## src/rtl/acc_alu_pkg.sv

```systemverilog
`timescale 1ns/1ps
// Package: acc_alu_pkg
// Shared operation codes, flag record and code classification helpers for
// the accumulator ALU. Assumes a 4-bit operation code.
package acc_alu_pkg;

    localparam logic [3:0] OP_AND  = 4'h1;
    localparam logic [3:0] OP_OR   = 4'h2;
    localparam logic [3:0] OP_XOR  = 4'h3;
    localparam logic [3:0] OP_ADD  = 4'h4;
    localparam logic [3:0] OP_SUB  = 4'h5;
    localparam logic [3:0] OP_ADDW = 4'h6;
    localparam logic [3:0] OP_SRA  = 4'h8;
    localparam logic [3:0] OP_RR   = 4'h9;
    localparam logic [3:0] OP_SL   = 4'hA;
    localparam logic [3:0] OP_RL   = 4'hB;
    localparam logic [3:0] OP_RL8  = 4'hF;

    typedef struct packed {
        logic c;
        logic z;
        logic s;
        logic v;
    } alu_flags_t;

    // True for every code that performs work; all others are no-operations.
    function automatic logic op_active(input logic [3:0] op);
        case (op)
            OP_AND, OP_OR, OP_XOR, OP_ADD, OP_SUB, OP_ADDW,
            OP_SRA, OP_RR, OP_SL, OP_RL, OP_RL8: return 1'b1;
            default:                             return 1'b0;
        endcase
    endfunction

    // True for active codes that work on the low word only.
    function automatic logic op_narrow(input logic [3:0] op);
        return op_active(op) && (op != OP_ADDW);
    endfunction

    // True for the codes whose result comes from the adder.
    function automatic logic op_arith(input logic [3:0] op);
        return (op == OP_ADD) || (op == OP_SUB) || (op == OP_ADDW);
    endfunction

endpackage

```

## src/rtl/acc_bit_unit.sv

```systemverilog
`timescale 1ns/1ps
// Module: acc_bit_unit
// Bitwise logic, single-bit shifts/rotates and the multi-bit left rotate on
// the low word. Purely combinational. Assumes ROT_STEP < W.
// The carry output is 0 for bitwise codes and don't-care for others.
module acc_bit_unit
    import acc_alu_pkg::*;
#(
    parameter int W        = 32,
    parameter int ROT_STEP = 8
) (
    input  logic [3:0]   op,
    input  logic [W-1:0] a,
    input  logic [W-1:0] b,
    output logic [W-1:0] res,
    output logic         carry
);

    // Select the bit-level operation and its carry.
    always_comb begin
        res   = a;
        carry = 1'b0;
        case (op)
            OP_AND: res = a & b;
            OP_OR:  res = a | b;
            OP_XOR: res = a ^ b;
            OP_SRA: begin res = {a[W-1], a[W-1:1]}; carry = a[0];   end
            OP_RR:  begin res = {a[0],   a[W-1:1]}; carry = a[0];   end
            OP_SL:  begin res = {a[W-2:0], 1'b0};   carry = a[W-1]; end
            OP_RL:  begin res = {a[W-2:0], a[W-1]}; carry = a[W-1]; end
            OP_RL8: begin
                res   = {a[W-ROT_STEP-1:0], a[W-1:W-ROT_STEP]};
                carry = a[W-ROT_STEP];
            end
            default: ;
        endcase
    end

endmodule

```

## src/rtl/acc_add_unit.sv

```systemverilog
`timescale 1ns/1ps
// Module: acc_add_unit
// Narrow add, narrow subtract and full-width add with carry and overflow.
// Purely combinational. Narrow results keep the accumulator's upper bits.
module acc_add_unit
    import acc_alu_pkg::*;
#(
    parameter int ACC_W    = 48,
    parameter int NARROW_W = 32
) (
    input  logic [3:0]       op,
    input  logic [ACC_W-1:0] acc,
    input  logic [ACC_W-1:0] prod,
    output logic [ACC_W-1:0] res,
    output logic             carry,
    output logic             ovf
);

    localparam int HI_W = ACC_W - NARROW_W;

    logic [NARROW_W-1:0] a_lo, b_lo;
    logic [NARROW_W:0]   sum_n, dif_n;
    logic [ACC_W:0]      sum_w;

    assign a_lo  = acc[NARROW_W-1:0];
    assign b_lo  = prod[NARROW_W-1:0];
    assign sum_n = {1'b0, a_lo} + {1'b0, b_lo};
    assign dif_n = {1'b0, a_lo} - {1'b0, b_lo};
    assign sum_w = {1'b0, acc} + {1'b0, prod};

    // Pick the adder variant and apply its sign-based overflow rule.
    always_comb begin
        res   = acc;
        carry = 1'b0;
        ovf   = 1'b0;
        case (op)
            OP_ADD: begin
                res   = {acc[ACC_W-1 -: HI_W], sum_n[NARROW_W-1:0]};
                carry = sum_n[NARROW_W];
                ovf   = ~(a_lo[NARROW_W-1] ^ b_lo[NARROW_W-1])
                        & (a_lo[NARROW_W-1] ^ sum_n[NARROW_W-1]);
            end
            OP_SUB: begin
                res   = {acc[ACC_W-1 -: HI_W], dif_n[NARROW_W-1:0]};
                carry = dif_n[NARROW_W];
                ovf   = (a_lo[NARROW_W-1] ^ b_lo[NARROW_W-1])
                        & (a_lo[NARROW_W-1] ^ dif_n[NARROW_W-1]);
            end
            OP_ADDW: begin
                res   = sum_w[ACC_W-1:0];
                carry = sum_w[ACC_W];
                ovf   = ~(acc[ACC_W-1] ^ prod[ACC_W-1])
                        & (acc[ACC_W-1] ^ sum_w[ACC_W-1]);
            end
            default: ;
        endcase
    end

endmodule

```

## src/rtl/acc_alu_core.sv

```systemverilog
`timescale 1ns/1ps
// Module: acc_alu_core
// Combinational ALU: routes the code to the bit unit or the adder and builds
// the candidate flags. Zero/sign come from the low word for narrow codes and
// from the full word for the wide add. The v field of flags_nxt is an
// overflow request only; stickiness lives in the wrapper.
module acc_alu_core
    import acc_alu_pkg::*;
#(
    parameter int ACC_W    = 48,
    parameter int NARROW_W = 32,
    parameter int ROT_STEP = 8
) (
    input  logic [3:0]       op,
    input  logic [ACC_W-1:0] acc,
    input  logic [ACC_W-1:0] prod,
    output logic [ACC_W-1:0] result,
    output alu_flags_t       flags_nxt,
    output logic             upd
);

    localparam int HI_W = ACC_W - NARROW_W;

    logic [NARROW_W-1:0] bit_res;
    logic                bit_c;
    logic [ACC_W-1:0]    add_res;
    logic                add_c, add_v;

    acc_bit_unit #(.W(NARROW_W), .ROT_STEP(ROT_STEP)) u_bit (
        .op    (op),
        .a     (acc[NARROW_W-1:0]),
        .b     (prod[NARROW_W-1:0]),
        .res   (bit_res),
        .carry (bit_c)
    );

    acc_add_unit #(.ACC_W(ACC_W), .NARROW_W(NARROW_W)) u_add (
        .op    (op),
        .acc   (acc),
        .prod  (prod),
        .res   (add_res),
        .carry (add_c),
        .ovf   (add_v)
    );

    // Merge unit outputs into the result and candidate flags.
    always_comb begin
        upd = op_active(op);
        if (op_arith(op)) begin
            result      = add_res;
            flags_nxt.c = add_c;
            flags_nxt.v = add_v;
        end else if (upd) begin
            result      = {acc[ACC_W-1 -: HI_W], bit_res};
            flags_nxt.c = bit_c;
            flags_nxt.v = 1'b0;
        end else begin
            result      = acc;
            flags_nxt.c = 1'b0;
            flags_nxt.v = 1'b0;
        end
        if (op == OP_ADDW) begin
            flags_nxt.z = ~|result;
            flags_nxt.s = result[ACC_W-1];
        end else begin
            flags_nxt.z = ~|result[NARROW_W-1:0];
            flags_nxt.s = result[NARROW_W-1];
        end
    end

endmodule

```

## src/rtl/acc_flag_alu.sv

```systemverilog
`timescale 1ns/1ps
// Module: acc_flag_alu
// Top: combinational accumulator ALU plus the registered flag bank.
// Carry/zero/sign load on enabled active codes; overflow is sticky and is
// cleared only by clr_ovf, which wins over a same-cycle set.
// Assumes synchronous active-low reset.
module acc_flag_alu
    import acc_alu_pkg::*;
#(
    parameter int ACC_W    = 48,
    parameter int NARROW_W = 32,
    parameter int ROT_STEP = 8
) (
    input  logic             clk,
    input  logic             rst_n,
    input  logic             en,
    input  logic             clr_ovf,
    input  logic [3:0]       op,
    input  logic [ACC_W-1:0] acc,
    input  logic [ACC_W-1:0] prod,
    output logic [ACC_W-1:0] result,
    output logic             flag_c,
    output logic             flag_z,
    output logic             flag_s,
    output logic             flag_v
);

    alu_flags_t flags_nxt, flags_q;
    logic       upd;

    acc_alu_core #(.ACC_W(ACC_W), .NARROW_W(NARROW_W), .ROT_STEP(ROT_STEP)) u_core (
        .op        (op),
        .acc       (acc),
        .prod      (prod),
        .result    (result),
        .flags_nxt (flags_nxt),
        .upd       (upd)
    );

    // Flag bank: load c/z/s on enabled work, accumulate or clear overflow.
    always_ff @(posedge clk) begin
        if (!rst_n) begin
            flags_q <= '0;
        end else begin
            if (en && upd) begin
                flags_q.c <= flags_nxt.c;
                flags_q.z <= flags_nxt.z;
                flags_q.s <= flags_nxt.s;
            end
            if (clr_ovf)
                flags_q.v <= 1'b0;
            else if (en && upd)
                flags_q.v <= flags_q.v | flags_nxt.v;
        end
    end

    assign flag_c = flags_q.c;
    assign flag_z = flags_q.z;
    assign flag_s = flags_q.s;
    assign flag_v = flags_q.v;

    // overflow never drops without a clear
    p_sticky_ovf_r10: assert property (@(posedge clk) disable iff (!rst_n)
        (rst_n && flag_v && !clr_ovf) |=> flag_v);

    // a clear always empties overflow, even against a set
    p_clear_ovf_r10: assert property (@(posedge clk) disable iff (!rst_n)
        (rst_n && clr_ovf) |=> !flag_v);

    // flags hold while the enable is low
    p_hold_en_r11: assert property (@(posedge clk) disable iff (!rst_n)
        (rst_n && !en && !clr_ovf) |=> $stable({flag_c, flag_z, flag_s, flag_v}));

    // no-operation codes keep the flags
    p_nop_hold_r9: assert property (@(posedge clk) disable iff (!rst_n)
        (rst_n && en && !clr_ovf && !op_active(op))
        |=> $stable({flag_c, flag_z, flag_s, flag_v}));

    // bitwise codes leave carry clear
    p_logic_carry_r1: assert property (@(posedge clk) disable iff (!rst_n)
        (rst_n && en && (op == OP_AND || op == OP_OR || op == OP_XOR)) |=> !flag_c);

    // upper bits follow the accumulator on narrow codes
    p_upper_pass_r8: assert property (@(posedge clk) disable iff (!rst_n)
        (op_narrow(op) || !op_active(op))
        |-> result[ACC_W-1:NARROW_W] == acc[ACC_W-1:NARROW_W]);

endmodule

```

## config.mk

```make
export PLATFORM = sky130hd
export DESIGN_NAME = acc_flag_alu
export DESIGN_NICKNAME = d
export VERILOG_FILES = /design/src/rtl/acc_alu_pkg.sv /design/src/rtl/acc_bit_unit.sv /design/src/rtl/acc_add_unit.sv /design/src/rtl/acc_alu_core.sv /design/src/rtl/acc_flag_alu.sv
export SDC_FILE = /design/constraint.sdc
export NUM_CORES = 1
export LEC_CHECK = 0
export ABC_CLOCK_PERIOD_IN_PS = 9100
export CORE_ASPECT_RATIO = 1.25
export CORE_MARGIN = 3
export CORE_UTILIZATION = 47
export DETAILED_ROUTE_END_ITERATION = 10
export DONT_BUFFER_PORTS = 1
export PLACE_DENSITY = 0.63
export SLEW_MARGIN = 30
export SYNTH_ARGS = -nofsm -noshare
export SYNTH_HDL_FRONTEND = slang
export SYNTH_HIERARCHICAL = 1
export SYNTH_SLANG_ARGS = --single-unit
```

## constraint.sdc

```tcl
create_clock -name clk -period 9.1 [get_ports clk]
set_input_delay 2.73 -clock clk [delete_from_list [all_inputs] [get_ports clk]]
set_output_delay 2.73 -clock clk [all_outputs]
set_load 0.01 [all_outputs]
```

==> results of run 1 <==
[layout make-up]
class                      instances  area, µm²
clock buffer                       3       75.1
fill                            2283      11100
inverter                         163        614
multi-input combinational       1299       9090
sequential                         4       80.1
tap                              279        349
timing repair buffer              46        365
[kinds of logic after synthesis]
kind of cell / Yosys count
compound gates: 606
buf+inv: 276
fa+ha+maj: 146
flops: 4
mux: 20
xor+xnor: 24
simple gates: 503
[power breakdown]
group | internal [mW] | leakage (nW) | switching (mW)
logic | 0.251 | 4.74 | 0.417
registers | 0.0182 | 0.0324 | 0.000564
clock network | 0.0562 | 0.0370 | 0.0126
[how the worst max path moves through the flow]
stage / depth (start not counted) / end / slack (ns)
detailed placement: 18 / result[24] / 0.04
floorplan: 15 / result[22] / 0.74
global route: 15 / result[19] / 0.01
global placement: 18 / result[24] / 0.04
finish: 16 / result[22] / 0.13
CTS: 18 / result[24] / 0.02
[worst reg2reg max path: stages (launching register included)]
cell      delay, ns
dfxtp_1        0.39
a21boi_0       0.21
o21a_1         0.13
[metrics by stage]
step | hold slack, ns | utilization, % | setup WS (ns)
floorplan | 0.588 | - | 0.741
global route | 0.642 | 48.7 | 0.0112
CTS | 0.632 | 48.4 | 0.0168
finish | 0.636 | 48.7 | 0.127
detailed placement | 0.629 | 48.0 | 0.0382
global placement | 0.607 | 48.0 | 0.0404
[placed cells by master, fill, tap and decap left out, types with 8 or more instances in the layout]
cell type	synthesis	layout
nand4_1	13	13
a221oi_1	8	8
mux2i_1	16	16
o21bai_1	14	14
a31oi_1	12	11
nor2b_1	13	13
ha_1	144	144
a222oi_1	16	16
nor4_1	25	25
a2bb2oi_1	17	17
a221o_1	15	15
o21a_1	8	8
a21boi_0	8	8
o311ai_0	8	8
nand2_1	150	149
nand3_1	40	40
nand2b_1	36	36
xnor2_1	17	17
o211ai_1	12	12
a21oi_1	136	136
a22o_1	16	16
o22ai_1	35	35
buf_4	12	45
o22a_1	11	11
o21ai_0	99	97
nor3_1	37	37
a22oi_1	50	50
inv_1	160	160
a21o_1	33	33
nor2_1	109	107
and3_1	14	14
o221ai_1	19	19
[per-layer routing]
metal  part of all wire [%]  up-vias  track usage, %
met5                      0        -               0
met4                    8.4        0            24.6
met3                    9.9      196            7.22
met2                     46      853            63.1
met1                     36     5954            43.4
li1                       -     5736               -
[registers in the layout (all words and copies together) (netlist names)]
name	count
flag_c	1
flag_v	1
flag_s	1
flag_z	1
[repair_timing]
| item | in CTS | in global routing |
|---|---|---|
| hold buffers | 0 | 0 |
| hold endpoints to repair | 0 | 0 |
| setup endpoints to repair | 0 | 8 |
| buffers inserted | 0 | 1 |
| gates resized for setup | 0 | 7 |
==> results list, run 1 <==
* Launching instance or port of the critical path: acc[0]
- Summing the areas of all compound-gate instances in the mapped netlist gives 40.8% of the synthesized area.
- Placed cell count: 1789
- The worst register-to-register path has a depth of 2.
* CP Capture Type: output port
* Critical Path Slowest Stage Cell: fa_1
* Number of violations of the max-capacitance limit: 0
- The clock arrives with 0 ns of skew.
* Outcome: completed
* Post-DP HPWL: 37.6 mm
- Setup violations remaining at the end of the flow were counted as 0.
- Hold violation total from the final report: 0
- The clock reaches the later pin of the worst-skew pair after 0.22 ns.
* Number of flops mapped to enable cells by yosys: 0
- CP Data Arrival Time: 6.24 ns
* Leak Pwr: 4.81 nW
* Die Footprint: 0.0240 mm²
* Overall fraction of global-route tracks in use: 37.7%
- Most area-consuming cells after synthesis: ha_1 (17%), a21oi_1 (6.5%), inv_1 (5.8%)
- Entering global routing, the biggest net connects 102 pins.
- Synth warn: 6
* Async set-or-reset flop fraction in the synthesized netlist: 0%
- Capture endpoint of the worst hold path: flag_v$_SDFFE_PP0P_
- At the pin with the least slew margin, the transition time is 1.05 ns.
- Cell breakdown of the critical path: inv_1, ha_1, inv_1, fa_1, a21o_1, a311oi_1, buf_4, o21ai_1, a31o_2, a31oi_2, o21ai_1, a21o_1, a221o_1, a22o_1, a222oi_1, inv_1
- The number of slew-limit violations in the final report came to 0.
- The final layout contains 1767 nets.
- Startpoint class of the critical path: primary input
- Buffers placed on the I/O ports in this run total 0.
- The most used flip-flop cell after synthesis is dfxtp_1.
* Wirelength per Cell: 27.2 µm
* Fraction of final layout cells sized beyond drive strength 1: 7.13%
- Share of cell area taken by muxes after synthesis: 1.97%
* Number of design-rule violations left by the first detailed-router iteration: 1787
- Once detail routing completed, the nets flagged for antenna violations numbered 0.
* Start-to-end type of the worst setup path: primary input to output port
* Largest fanout on the critical path: 10
* Avg Synthesized Cell Area: 6.61 µm²
- By area, the combinational part of the netlist is dominated by compound AO/OA/AOI/OAI gates.
- The startpoint identified for the worst hold timing path is flag_v$_SDFFE_PP0P_.
* TritonCTS buffer count: 3
- Synthesis instantiated 105 different standard cells from the library.
* Synthesis-to-finish area growth: 1.31%
- The first detailed-routing pass ran for 6 iterations.
- Reg-to-reg endpoint: flag_z$_SDFFE_PN0P_
* Vias: 12.7k
* Cell chosen for the clock root: clkbuf_16
- The largest single stage delay on the critical path is 0.40 ns.
- Mean number of vias per cell: 7.10
* Most frequent cell after synthesis: inv_1
* Peak Freq: 0.111 GHz
* TritonCTS sink count: 4
* Required time at the worst-slack endpoint: 6.37 ns
- For flop-to-flop paths, the worst setup slack is 8.31 ns.
- Post-synth net total: 1829
- The congestion estimate from routability-driven global placement came to 1.05.
* Post-synthesis simple-gate area fraction: 24.0%
* Most common library cells after synthesis: inv_1 (160), nand2_1 (150), ha_1 (144)
- Post-layout minimum cycle time: 8.97 ns
- After Yosys synthesis, XOR and XNOR cells account for 2.01% of the synthesized area.
- CTS tree: done
- In this run the horizontal extent of the chip is 139 µm.
- In this run, synthesis produced a sequential element count of 4.
- 0 antenna diodes ended up in the layout.
- Wires add up to 48.8 mm.
- CP most frequent cell: inv_1
* Total placed instance area: 0.0104 mm²
* Cells after Synth: 1579
- Tcrit/Tclk final: 98.6%
- The critical path contains buffers and inverters numbering 4 combined.
* Site Rows: 60
* Rel. slew slack: 29.9%
- Power spread over the standard cell area amounts to 71.4 mW/mm².
- For the final routed database, the setup TNS stands at 0 ns.
- CORE AREA: 0.0217 mm²
- The first global-routing pass estimated 72.3 mm of wire.
- Post-synth top area share: 17.3%
- Once the floorplan was initialized, standard cells occupied 48.1% of the core.
- FF-to-FF Start: flag_z$_SDFFE_PN0P_
* Post-route DRC: 0
* Cell depth of the worst hold path: 2
* Layout Cell Area excl Fill: 0.0106 mm²
* Worst vdd rail ir drop: 0.0000745 V
- The min-delay analysis places its worst path in the category register to register.
- No sink is reached through more buffers than the 2 on the longest clock path.
* H-tree depth: 1
- Library cell occupying the most area in the post-synthesis netlist: ha_1
- Category of cells accounting for the largest share of critical-path delay: compound AO/OA/AOI/OAI gates
- Fraction of the mapped netlist area in adder cells: 17.6%
- The floorplan step set the die height to 173 µm.
- Clock transition at the registers of the reported paths: 0.03 ns
- After synthesis, flip-flops and latches occupy 0.767% of the total area.
- Count of non-filler cells in the finished layout: 1794
- I/O pin count: 156
- Global routing finished with a remaining overflow of 0.
* Via count of the first global-routing pass: 12.0k
* Antenna violations before repair: 0
- Area of the mapped netlist: 0.0104 mm²
- Setup repair after global routing left no endpoint under its margin.
- Power comes to 0.755 mW.
Note: power is estimated with default switching activity, not from simulation.
==> inputs of run 2 (changes only) <==
CORE_ASPECT_RATIO = default   (was 1.25)
CTS_CLUSTER_SIZE = 28   (was default)
==> run 2 against run 1 <==
Net effect: non-clock buffer count decreased by 10; first-iteration DRC count is 2.7% lower; clock-buffer cell count stayed put; routed wire length shrank 7.3%; critical path depth is 2 lower; hold slack worse by 0.029 ns; core utilization increased by 0.086 points; sequential power is essentially flat; maximum frequency decreased by 0.32%; clock power shrank 0.9%.
==> results list, run 2 (synthesis results as in run 1) <==
- The remaining global-route overflow was 0 (unchanged).
- TritonCTS sink count: 4 (unchanged)
* Cell chosen for the clock root: clkbuf_16
* Via count of the first global-routing pass: 11.5k (-3.5%)
* Die Footprint: 0.0240 mm² (about the same)
* Start-to-end type of the worst setup path: primary input to output port
- The vias after detailed routing came to 12.6k (-1.1%).
* Share of total power in the clock network: 9.4% (+0.3 points)
- The layout net count came to 1757 (-0.57%).
- The post-cts hold buffer count came to 0 (unchanged).
- Fin Clk Skew: 0 ns (unchanged)
- TritonCTS buffer count: 3 (unchanged)
- Setup WS post-layout: 0.0986 ns (-0.0288 ns)
- Source of the worst hold timing path: flag_v$_SDFFE_PP0P_
- Core occupancy in the finished layout: 48.8% (+0.086 points)
- The max-cap violation count is 0 (unchanged).
- FF-to-FF Start: flag_c$_SDFFE_PN0P_
- Global-route wire length before repair: 68.1 mm (-5.9%)
- Overall fraction of global-route tracks in use: 35.1% (-2.5 points)
- CP Data Arrival Time: 6.27 ns (+0.03 ns)
- The maximum number of pins on one net before global-route repair is 102 (unchanged).
- Logic pwr share: 88.1% (-0.3 points)
- Broken down by cell family, the worst path's largest delay share belongs to compound AO/OA/AOI/OAI gates.
- Outcome: completed
- Post-layout minimum cycle time: 9.00 ns (+0.0288 ns)
* Largest fanout on the critical path: 8 (-2)
* Worst vdd rail ir drop: 0.0000716 V (-3.8%)
- Synthesis-to-finish area growth: 0.192%
- The worst setup slack for register-to-register paths came to 8.35 ns (+0.04 ns).
- The worst reg-to-reg path cell count came to 2 (unchanged).
* Final estimated routing congestion in global placement: 1.00 (-4.4%)
- Total placed instance area: 0.0103 mm² (-0.84%)
- Final setup violation count: 0 (unchanged)
* Number of nets with antenna violations after detailed routing: 0 (unchanged)
- CORE AREA: 0.0214 mm² (-1.3%)
* Cell breakdown of the critical path: inv_1, ha_1, or3_1, nor2_1, o311ai_0, a21oi_2, o211ai_1, a21o_1, o211ai_1, nand2_1, a221o_1, a22o_1, a222oi_1, inv_1
* Tcrit/Tclk final: 98.9% (+0.32 points)
- The count of standard-cell rows came to 53 (-12%).
- The number of vias per cell after detailed routing was 7.08 (-0.29%).
- The net switching power is 0.411 mW (-4.5%).
* Skew-Pair Late Insertion Delay: 0.22 ns (about the same)
- I/O pin count: 156 (unchanged)
- Worst-margin pin slew: 0.941 ns (-0.111 ns)
- Total power: 0.728 mW (-3.6%)
- The worst setup slack before clock tree synthesis was 0.111 ns (+0.0728 ns).
- Leak Pwr: 4.75 nW (-1.2%)
* Startpoint class of the critical path: primary input
- Worst path buffer plus inverter count: 2 (-2)
- Layout Cell Area excl Fill: 0.0105 mm² (-1.1%)
- H-tree depth: 1 (unchanged)
- The portion of total power attributed to sequential cells is 2.6% (about the same).
* Switching Fraction: 56.4% (-0.57 points)
* Overall die width: 155 µm (+11%)
- DRT Pass-1 Iters: 7 (+1)
* DIE HEIGHT: 155 µm (-10%)
- The violation count after the first detailed-route iteration is 1738 (-2.7%).
- Worst min path class: register to register
- The number of remaining DRC errors was 0 (unchanged).
* Number of max-slew violations in the final report: 0 (unchanged)
- For this design, the slowest cell found on the critical path is a222oi_1.
- Capture endpoint of the worst hold path: flag_v$_SDFFE_PP0P_
- Antenna violations before repair: 0 (unchanged)
* Post-DP HPWL: 34.7 mm (-7.8%)
* Starting utilization of the core area: 48.7% (+0.62 points)
- Crit path largest cell delay: 0.48 ns (+0.08 ns)
* CTS tree: done
- Hold violation total from the final report: 0 (unchanged)
- Cell depth of the worst hold path: 2 (unchanged)
* Clock buffer depth: 2 (unchanged)
- The worst slew margin relative to its limit came to 37.2% (+7.3 points).
- The maximum clock frequency came to 0.111 GHz (-0.32%).
- Wirelength per Cell: 25.4 µm (-6.5%)
- Reg-to-reg endpoint: flag_c$_SDFFE_PN0P_
- Clock transition at the registers of the reported paths: 0.03 ns (about the same)
- Required time at the worst-slack endpoint: 6.37 ns (about the same)
- The overall routed net length was 45.2 mm (-7.3%).
- Most used cells in the layout excluding fill and tap cells: inv_1 (160), nand2_1 (150), ha_1 (144), a21oi_1 (135), nor2_1 (107)
* Internal cell power: 0.317 mW (-2.3%)
- The number of port buffers was 0 (unchanged).
- CP Capture Type: output port
- Fraction of final layout cells sized beyond drive strength 1: 6.38% (-0.75 points)
- The library cell used most frequently in the layout, excluding fill and tap cells, is inv_1.
* Diode count: 0 (unchanged)
- Power Dens Cells: 69.6 mW/mm² (-2.5%)
==> run 2: cell type report <==
| cell class | count | area (µm²) |
|---|---|---|
| well taps | 275 | 344 |
| repair buffers | 36 | 290 |
| inverters | 163 | 614 |
| clock buffers | 3 | 75.1 |
| flip-flops and latches | 4 | 80.1 |
| fillers | 2253 | 11000 |
| multi-input cells | 1299 | 9050 |
==> run 2: how the worst max path moves through the flow <==
| stage | from | endpoint | cells after the start |
|---|---|---|---|
| 4_1_cts | prod[8] | result[29] | 14 |
| 3_3_place_gp | prod[8] | result[29] | 14 |
| 2_1_floorplan | acc[0] | result[22] | 15 |
| 3_5_place_dp | prod[8] | result[29] | 14 |
| 6_report | prod[8] | result[29] | 14 |
| 5_1_grt | prod[4] | result[23] | 14 |
==> run 2: power groups by stage <==
stage	combinational (mW)	clock [mW]	sequential [mW]
global route	0.692	0.0706	0.0188
finish	0.641	0.0682	0.0187
floorplan	0.491	0	0.0189
detailed placement	0.613	0	0.0190
global placement	0.613	0	0.0189
CTS	0.616	0.0692	0.0187
==> run 2: what timing repair did <==
item | CTS | global route
hold endpoints to repair | 0 | 0
setup buffers | 0 | 0
gates resized for setup | 0 | 6
endpoints found under the setup margin | 0 | 7
==> run 2: stage by stage <==
step | setup TNS (ns) | hold slack, ns | std cells
finish | 0 | 0.607 | 1780
global route | -0.0130 | 0.630 | 1780
CTS | 0 | 0.616 | 1779
detailed placement | 0 | 0.615 | 1776
global placement | 0 | 0.599 | 1776
floorplan | 0 | 0.588 | 1579
==> run 2: worst min-delay path: stages (launching register included) <==
cell,delay [ns]
dfxtp_1,0.33
a31oi_1,0.18
nor3b_2,0.06
==> run 2: routing by layer <==
metal  part of all wire, %  GRT usage, %  up-vias  wire, µm
li1                      -             -     5714         -
met1                    41          48.7     5927     18700
met2                    42          53.5      833     19200
met3                    12          7.40      129      5470
met4                   4.1          12.7        0      1840
met5                     0             0        -         0
